<file path="src/rtl/dacprep_pkg.sv">
package dacprep_pkg;
  localparam int SAMPLE_W  = 16;
  localparam int MAG_W     = 10;
  localparam int OFF_SHIFT = 2;
  localparam int NUM_CH    = 2;
  localparam int CFG_AW    = 3;
  localparam int CFG_DW    = 8;
  localparam int ADDR_FMT  = 0;
endpackage

</file>
<file path="src/rtl/dacprep_fmt.sv">
module dacprep_fmt #(
  parameter int W = dacprep_pkg::SAMPLE_W
) (
  input  logic         twos,
  input  logic [W-1:0] raw,
  output logic [W-1:0] code
);
  // two's complement to offset binary: invert the sign bit
  always_comb begin
    code = raw;
    code[W-1] = raw[W-1] ^ twos;
  end
endmodule

</file>
<file path="src/rtl/dacprep_cfg.sv">
module dacprep_cfg #(
  parameter int NCH   = dacprep_pkg::NUM_CH,
  parameter int MAG_W = dacprep_pkg::MAG_W,
  parameter int AW    = dacprep_pkg::CFG_AW,
  parameter int DW    = dacprep_pkg::CFG_DW
) (
  input  logic                      clk,
  input  logic                      rst,
  input  logic                      we,
  input  logic [AW-1:0]             addr,
  input  logic [DW-1:0]             wdata,
  output logic                      fmt_twos,
  output logic [NCH-1:0][MAG_W-1:0] mag,
  output logic [NCH-1:0]            pol
);
  localparam int HI_W = MAG_W - DW;

  logic unused_wdata_bits;
  assign unused_wdata_bits = ^wdata;

  always_ff @(posedge clk) begin
    if (rst) fmt_twos <= 1'b0;
    else if (we && addr == AW'(dacprep_pkg::ADDR_FMT)) fmt_twos <= wdata[0];
  end

  for (genvar ch = 0; ch < NCH; ch++) begin : g_ch
    localparam int LO_ADDR = 1 + 2 * ch;
    localparam int HI_ADDR = 2 + 2 * ch;
    always_ff @(posedge clk) begin
      if (rst) begin
        mag[ch] <= '0;
        pol[ch] <= 1'b0;
      end else if (we && addr == AW'(LO_ADDR)) begin
        mag[ch] <= {mag[ch][MAG_W-1:DW], wdata};
      end else if (we && addr == AW'(HI_ADDR)) begin
        mag[ch] <= {wdata[HI_W-1:0], mag[ch][DW-1:0]};
        pol[ch] <= wdata[DW-1];
      end
    end
    // reset leaves offset cleared
    p_rst_clear_r8: assert property (@(posedge clk) rst |=> (mag[ch] == '0 && !pol[ch]));
  end
endmodule

</file>
<file path="src/rtl/dacprep_chan.sv">
module dacprep_chan #(
  parameter int W     = dacprep_pkg::SAMPLE_W,
  parameter int MAG_W = dacprep_pkg::MAG_W,
  parameter int SHIFT = dacprep_pkg::OFF_SHIFT
) (
  input  logic             clk,
  input  logic             rst,
  input  logic             fmt_twos,
  input  logic [W-1:0]     raw,
  input  logic [MAG_W-1:0] mag,
  input  logic             pol,
  output logic [W-1:0]     code_q
);
  localparam int EXT = W + 1;

  logic [W-1:0]   ucode;
  logic [EXT-1:0] ext, off, sum, dif;
  logic [W-1:0]   nxt;

  dacprep_fmt #(.W(W)) u_fmt (
    .twos (fmt_twos),
    .raw  (raw),
    .code (ucode)
  );

  assign ext = {1'b0, ucode};
  assign off = EXT'({mag, {SHIFT{1'b0}}});
  assign sum = ext + off;
  assign dif = ext - off;

  always_comb begin
    if (pol) nxt = sum[W] ? '1 : sum[W-1:0];
    else     nxt = dif[W] ? '0 : dif[W-1:0];
  end

  always_ff @(posedge clk) begin
    if (rst) code_q <= '0;
    else     code_q <= nxt;
  end

  // adding toward the positive leg never lowers the code
  p_add_nodec_r3: assert property (@(posedge clk) disable iff (rst)
    pol |=> code_q >= $past(ucode));
  // subtracting toward the negative leg never raises the code
  p_sub_noinc_r4: assert property (@(posedge clk) disable iff (rst)
    !pol |=> code_q <= $past(ucode));
  // zero magnitude passes the unsigned code through
  p_zero_pass_r1: assert property (@(posedge clk) disable iff (rst)
    (mag == '0) |=> code_q == $past(ucode));
endmodule

</file>
<file path="src/rtl/dacprep_top.sv">
module dacprep_top #(
  parameter int W     = dacprep_pkg::SAMPLE_W,
  parameter int MAG_W = dacprep_pkg::MAG_W,
  parameter int SHIFT = dacprep_pkg::OFF_SHIFT,
  parameter int AW    = dacprep_pkg::CFG_AW,
  parameter int DW    = dacprep_pkg::CFG_DW
) (
  input  logic          clk,
  input  logic          rst,
  input  logic          cfg_we,
  input  logic [AW-1:0] cfg_addr,
  input  logic [DW-1:0] cfg_wdata,
  input  logic          in_valid,
  input  logic [W-1:0]  in_i,
  input  logic [W-1:0]  in_q,
  output logic          out_valid,
  output logic [W-1:0]  out_i,
  output logic [W-1:0]  out_q
);
  localparam int NCH = 2;

  logic                      fmt_twos;
  logic [NCH-1:0][MAG_W-1:0] mag;
  logic [NCH-1:0]            pol;
  logic [NCH-1:0][W-1:0]     raw, code;

  assign raw[0] = in_i;
  assign raw[1] = in_q;
  assign out_i  = code[0];
  assign out_q  = code[1];

  dacprep_cfg #(.NCH(NCH), .MAG_W(MAG_W), .AW(AW), .DW(DW)) u_cfg (
    .clk      (clk),
    .rst      (rst),
    .we       (cfg_we),
    .addr     (cfg_addr),
    .wdata    (cfg_wdata),
    .fmt_twos (fmt_twos),
    .mag      (mag),
    .pol      (pol)
  );

  for (genvar ch = 0; ch < NCH; ch++) begin : g_chan
    dacprep_chan #(.W(W), .MAG_W(MAG_W), .SHIFT(SHIFT)) u_chan (
      .clk      (clk),
      .rst      (rst),
      .fmt_twos (fmt_twos),
      .raw      (raw[ch]),
      .mag      (mag[ch]),
      .pol      (pol[ch]),
      .code_q   (code[ch])
    );
  end

  always_ff @(posedge clk) begin
    if (rst) out_valid <= 1'b0;
    else     out_valid <= in_valid;
  end

  p_vld_on_r7: assert property (@(posedge clk) disable iff (rst)
    in_valid |=> out_valid);
  p_vld_off_r7: assert property (@(posedge clk) disable iff (rst)
    !in_valid |=> !out_valid);
endmodule

</file>
<file path="config.mk">
export PLATFORM = sky130hd
export DESIGN_NAME = dacprep_top
export DESIGN_NICKNAME = d
export VERILOG_FILES = /design/src/rtl/dacprep_pkg.sv /design/src/rtl/dacprep_fmt.sv /design/src/rtl/dacprep_cfg.sv /design/src/rtl/dacprep_chan.sv /design/src/rtl/dacprep_top.sv
export SDC_FILE = /design/constraint.sdc
export NUM_CORES = 1
export LEC_CHECK = 0
export BUFFER_PORTS_ARGS = -buffer_cell sky130_fd_sc_hd__buf_2
export CAP_MARGIN = 20
export CORE_MARGIN = 3
export CORE_UTILIZATION = 61
export CTS_BUF_LIST = sky130_fd_sc_hd__clkbuf_16
export CTS_CLUSTER_DIAMETER = 40
export DETAILED_ROUTE_END_ITERATION = 10
export GPL_ROUTABILITY_DRIVEN = 0
export HOLD_SLACK_MARGIN = 0.06
export PLACE_DENSITY = 0.87
export SYNTH_ARGS = -nofsm -noshare
export SYNTH_HDL_FRONTEND = slang
export SYNTH_SLANG_ARGS = --single-unit
</file>
<file path="constraint.sdc">
create_clock -name clk -period 4.6 [get_ports clk]
set_input_delay 0.92 -clock clk [delete_from_list [all_inputs] [get_ports clk]]
set_output_delay 0.92 -clock clk [all_outputs]
set_load 0.05 [all_outputs]
</file>
# Word level (Yosys, flattened, before mapping)
# Cells that the tools add are included.
# word_totals
input_bits,47
output_inout_bits,33
register_bits,56
wordCells,38
# classes
n_reduce_logical,8
bitwise_logic,4
muxes,8
add_sub_neg,4
n_eq_ne,4
# op_table
cell,count
16-bit 2-to-1 mux,6
16-bit by 12-bit adder with 17-bit output,2
16-bit by 12-bit subtractor with 17-bit output,2
8-bit 2-to-1 mux,2
3-bit by 2-bit equality test with 1-bit output (second input constant),2
1-bit logical AND,5
2-bit AND reduction,2
3-bit by 1-bit equality test with 1-bit output (second input constant),1
3-bit equality test (second input constant),1
3-bit zero test,1
1-bit inverter,2
1-bit XOR,2

# Longest topological paths before layout
# logic_depth
depth_word,4
mapped_depth,11
depth_no_buf,10

# Cells and area by module
# Synthesis repeated with hierarchy kept, for this count alone.
# unflattened
hier_cells,590
area_unflattened_um2,4954.8
# by_module_without_submodules
module,area_each_um2,cells_per_inst,instances
dacprep_chan at g_chan[1].u_chan,1863.0,244,1
dacprep_chan at g_chan[0].u_chan,1826.8,224,1
dacprep_cfg,988.4,88,1
dacprep_fmt,121.4,16,2
dacprep_top,33.8,2,1

# Least setup slack after synthesis
# OpenSTA, ideal clock, no wires.
# synth_path
path_kind,input port to flip-flop
startpoint,input in_i[2]
endpoint,register g_chan[0].u_chan.code_q[6]
arrival_time_ns,2.903
path_slack_ns,1.565
required_ns,4.468
setup_ns,0.132
stages,10
cell_sequence,ha_1 > fa_1 > nor2b_1 > o21ai_0 > a31oi_1 > a211oi_2 > nor3_1 > clkbuf_1 > o21ai_0 > a21oi_1
# synth_via
elab_chain_len,3
# synth_lines
element,line,rtl
from (decl),dacprep_top.sv:14,"input logic [W-1:0] in_i,"
16-bit by 12-bit subtractor with 17-bit output or 16-bit by 12-bit adder with 17-bit output (tied branches),"dacprep_chan.sv:29, dacprep_chan.sv:28",
16-bit 2-to-1 mux (on tied branches),"dacprep_chan.sv:33, dacprep_chan.sv:32",
16-bit 2-to-1 mux (*),dacprep_chan.sv:32,if (pol) nxt = sum[W] ? '1 : sum[W-1:0];
to (signal assigned),dacprep_chan.sv:38,else code_q <= nxt;
to (decl),dacprep_chan.sv:12,output logic [W-1:0] code_q
# Mark *: on every way between the ends. The rest lies on a longest branch, timed or not.
# A chain may end at the register's enable or synchronous reset.

# Worst setup path in the final report
# layout_path
startpoint,input in_i[6]
endpoint,register g_chan[0].u_chan.code_q[3]
# The elaborated chain is that of the path after synthesis.

==> impl_metrics.csv <==
group,metric,value,unit
outcome,status,"finished clean",
floorplan,pin_count,80,
grt,antenna_found_initial,0,
grt,grt_pass1_wl,18750,um
logic_synthesis,synth_nets,651,
logic_synthesis,synthArstFlopShare,0,%
floorplan,start_util,65.06,%
worst_setup_path,crit_arrival,3.68,ns
worst_hold_path,whs_endpoint,"u_cfg.mag[17]",
clock_tree,cts_tree,"built",
sta,holdWs,0.4788,ns
worst_setup_path,r2r-end,"g_chan[0].u_chan.code_q[3]",
pwr,ir_drop,0.0002009,V
floorplan,rows,29,
sta,min_period,3.470,ns
worst_hold_path,holdPathStages,2,
flow_run,maxCapViolations,0,
worst_setup_path,reg2reg_from,"u_cfg.mag[4]",
clock_tree,clk_latency,0.29,ns
placed_design,port_buffers,79,
logic_synthesis,syn_inst,560,
sta,relSlewSlack,29.53,%
pwr,p_leak,0.002106,uW
logic_synthesis,synth_edf_count,0,
sta,worstMarginPinSlew,1.049,ns
logic_synthesis,yosysUniqueCellTypes,61,
cells_and_area,final_net_count,710,
pwr,p_per_area,287.0,mW/mm^2
routing,avgViaCountPerCell,6.081,
clock_tree,cts_buffer_depth,2,
worst_hold_path,hold_class,"reg -> reg",
placed_design,place_hpwl,8573,um
clock_tree,cts_setup_buffers,0,
logic_synthesis,seq_area_frac_synth,26.24,%
logic_synthesis,avgSynthCellArea,7.630,sq um
logic_synthesis,synth_ff_type,"dfxtp_1",
sta,final.period_utilization,75.43,%
logic_synthesis,synth_warnings,0,
cells_and_area,syn_to_final_growth,13.76,%
routing,wl,11270,um
worst_setup_path,cp_data_required_time,4.81,ns
floorplan,die_x,89.70,um
grt,grt_max_degree,48,
floorplan,die_area,0.008045,sq mm
clock_tree,cts_resized,0,
worst_setup_path,end_kind,"flop",
routing,drt-initial-drc-count,385,
logic_synthesis,yosysTopAreaCell,"dfxtp_1",
grt,gr-total-overflow,0,
sta,drv_slew,0,
clock_tree,cts_made_buffers,5,
worst_setup_path,path_class,"in -> reg",
worst_setup_path,ff2ff_path_depth,10,
worst_setup_path,r2r_slack,1.49,ns
sta,fmax,288.2,MHz
floorplan,core_area,0.006568,sq mm
logic_synthesis,synthTopCellsByArea,"dfxtp_1 (26%), ha_1 (12%), a21oi_1 (6.6%)",
worst_hold_path,min_from,"u_cfg.mag[17]",
sta,totalNegativeSetupSlack,0,ns
sta,rsz0062_at_grt,"no",
logic_synthesis,synth-seq-cells,56,
routing,wl_per_cell,15.83,um
sta,finalClockSkew,0.007818,ns
cells_and_area,drive_gt1_share,16.16,%
clock_tree,ctsHoldBuffers,0,
floorplan,fp.dieH,89.70,um
grt,grt_usage,29.14,%
clock_tree,htree_levels,2,
cells_and_area,fin_util,74.01,%
clock_tree,path_clk_slew,0.07,ns
worst_setup_path,worstPathMaxFanout,9,
sta,timing.final.hold_violations,0,
logic_synthesis,synth.cell_area,0.004273,sq mm
cells_and_area,antennaDiodeCount,0,
routing,ant_nets,0,
grt,grt_pass1_vias,4130,
clock_tree,root_buffer,"clkbuf_16",
logic_synthesis,synth_top_area_share,26.24,%
worst_setup_path,startpoint_type,"input port",
clock_tree,cts.sinks,56,
routing,vias,4330,
routing,post-route-drc-count,0,
routing,drtPass1Iterations,5,
sta,setup_viol,0,
routing by layer:
layer  up-vias  wire length, um  track usage, %
li1       2086                -               -
met1      1963             4987           39.52
met2       241             5045           46.68
met3        40              923           4.653
met4         0              316           10.55
met5         -                0               0
report_power, final:
part           total, uW  switching, uW  internal, uW  leakage (uW)
sequential           527           10.9           516      0.000462
combinational        381            258           123       0.00155
clock                487            178           309     0.0000899
area by class of cell:
type | count | area, sq um
clock buffers | 5 | 125.1
clock inverters | 2 | 60.06
fillers | 488 | 1707
inverters | 40 | 150.1
multi-input cells | 436 | 2885
flip-flops and latches | 56 | 1121
well taps | 93 | 116.4
repair buffers | 80 | 402.9
cell usage in the layout (no fill, tap or decap), types with 3 or more instances in the layout:
cell type	count
o31ai_1	9
ha_1	40
nor2b_1	14
buf_2	79
or4_1	3
or2_2	4
dfxtp_1	56
nand3_1	10
o31a_1	3
a21boi_0	4
or3_1	8
nand2b_1	10
nor4_1	3
o22ai_1	3
mux2i_1	11
o21a_1	5
nand4_1	5
clkbuf_16	5
xnor2_1	22
inv_1	39
and3_1	6
a31oi_1	8
nor2_1	63
o21ai_0	43
a21oi_1	56
o211ai_1	7
nor3_1	7
nand2_1	41
fa_1	4
a211oi_1	4
o21bai_1	3
nand3b_1	3
synth_stat cells, types with 2 or more instances:
cell	n
nand2b_1	10
nand2_1	41
inv_1	39
o211ai_1	7
o21ba_2	2
a311oi_1	2
nor4_1	3
nand3b_1	3
a221oi_2	2
a221oi_1	2
a21oi_1	56
nor3_1	7
or4_1	3
and2_1	2
buf_2	3
a22oi_1	2
o211a_1	2
clkbuf_1	24
or3_1	8
o22ai_1	3
or2_2	4
o221ai_1	2
nor2b_1	14
nand3_1	10
o21bai_1	3
o31ai_1	9
a21boi_0	4
dfxtp_1	56
a211oi_1	4
o31a_1	3
o21ai_0	43
fa_1	4
mux2i_1	11
nor2_1	63
a31oi_1	8
nand4_1	5
and2_4	2
ha_1	40
and3_1	6
xnor2_1	22
o21a_1	5
a21o_1	2
state kept, by name, summed over array words and instances, names as in the netlist:
name / cells
g_chan.u_chan.code_q: 32
u_cfg.mag: 20
u_cfg.pol: 2
out_valid: 1
u_cfg.fmt_twos: 1
kinds of logic (layout without fill, tap and decap cells):
kind of cell	after synthesis	after routing	share of synthesized area (%)
AND/OR/NAND/NOR	186	186	21.29
AO/OA/AOI/OAI	172	172	25.36
buffers and inverters	68	127	6.237
flip-flops	56	56	26.24
adder cells (fa/ha/maj)	44	44	13.59
XOR/XNOR	23	23	4.714
multiplexers	11	11	2.577
metrics by stage:
stage                     area [sq um]  power, uW  std cells  setup WS (ns)
final                             4861       1395        712          1.130
after global routing              4861       1457        712         0.8940
after global placement            4676      901.9        705          1.150
after CTS                         4861       1393        712          1.243
after detailed placement          4676      912.4        705         0.9356
after floorplan                   4273      815.7        560          1.565
worst max path at each step:
stage,endpoint,slack [ns],start,depth (start not counted)
3_3_place_gp,g_chan[0].u_chan.code_q[4],1.15,in_i[2],11
6_report,g_chan[0].u_chan.code_q[3],1.13,in_i[6],10
4_1_cts,g_chan[0].u_chan.code_q[3],1.24,in_i[6],10
2_1_floorplan,g_chan[0].u_chan.code_q[6],1.56,in_i[2],10
5_1_grt,g_chan[0].u_chan.code_q[3],0.89,in_i[2],11
3_5_place_dp,g_chan[0].u_chan.code_q[3],0.94,in_i[2],11
critical path: stages:
cell and delay [ns]:
buf_2 0.11, ha_1 0.40, nor3_1 0.21, o21ai_0 0.18, a31oi_1 0.41, a211oi_2 0.19
nor3_1 0.69, buf_4 0.28, o21ai_0 0.09, a21oi_1 0.22
Power figures use the tool's default switching activity.
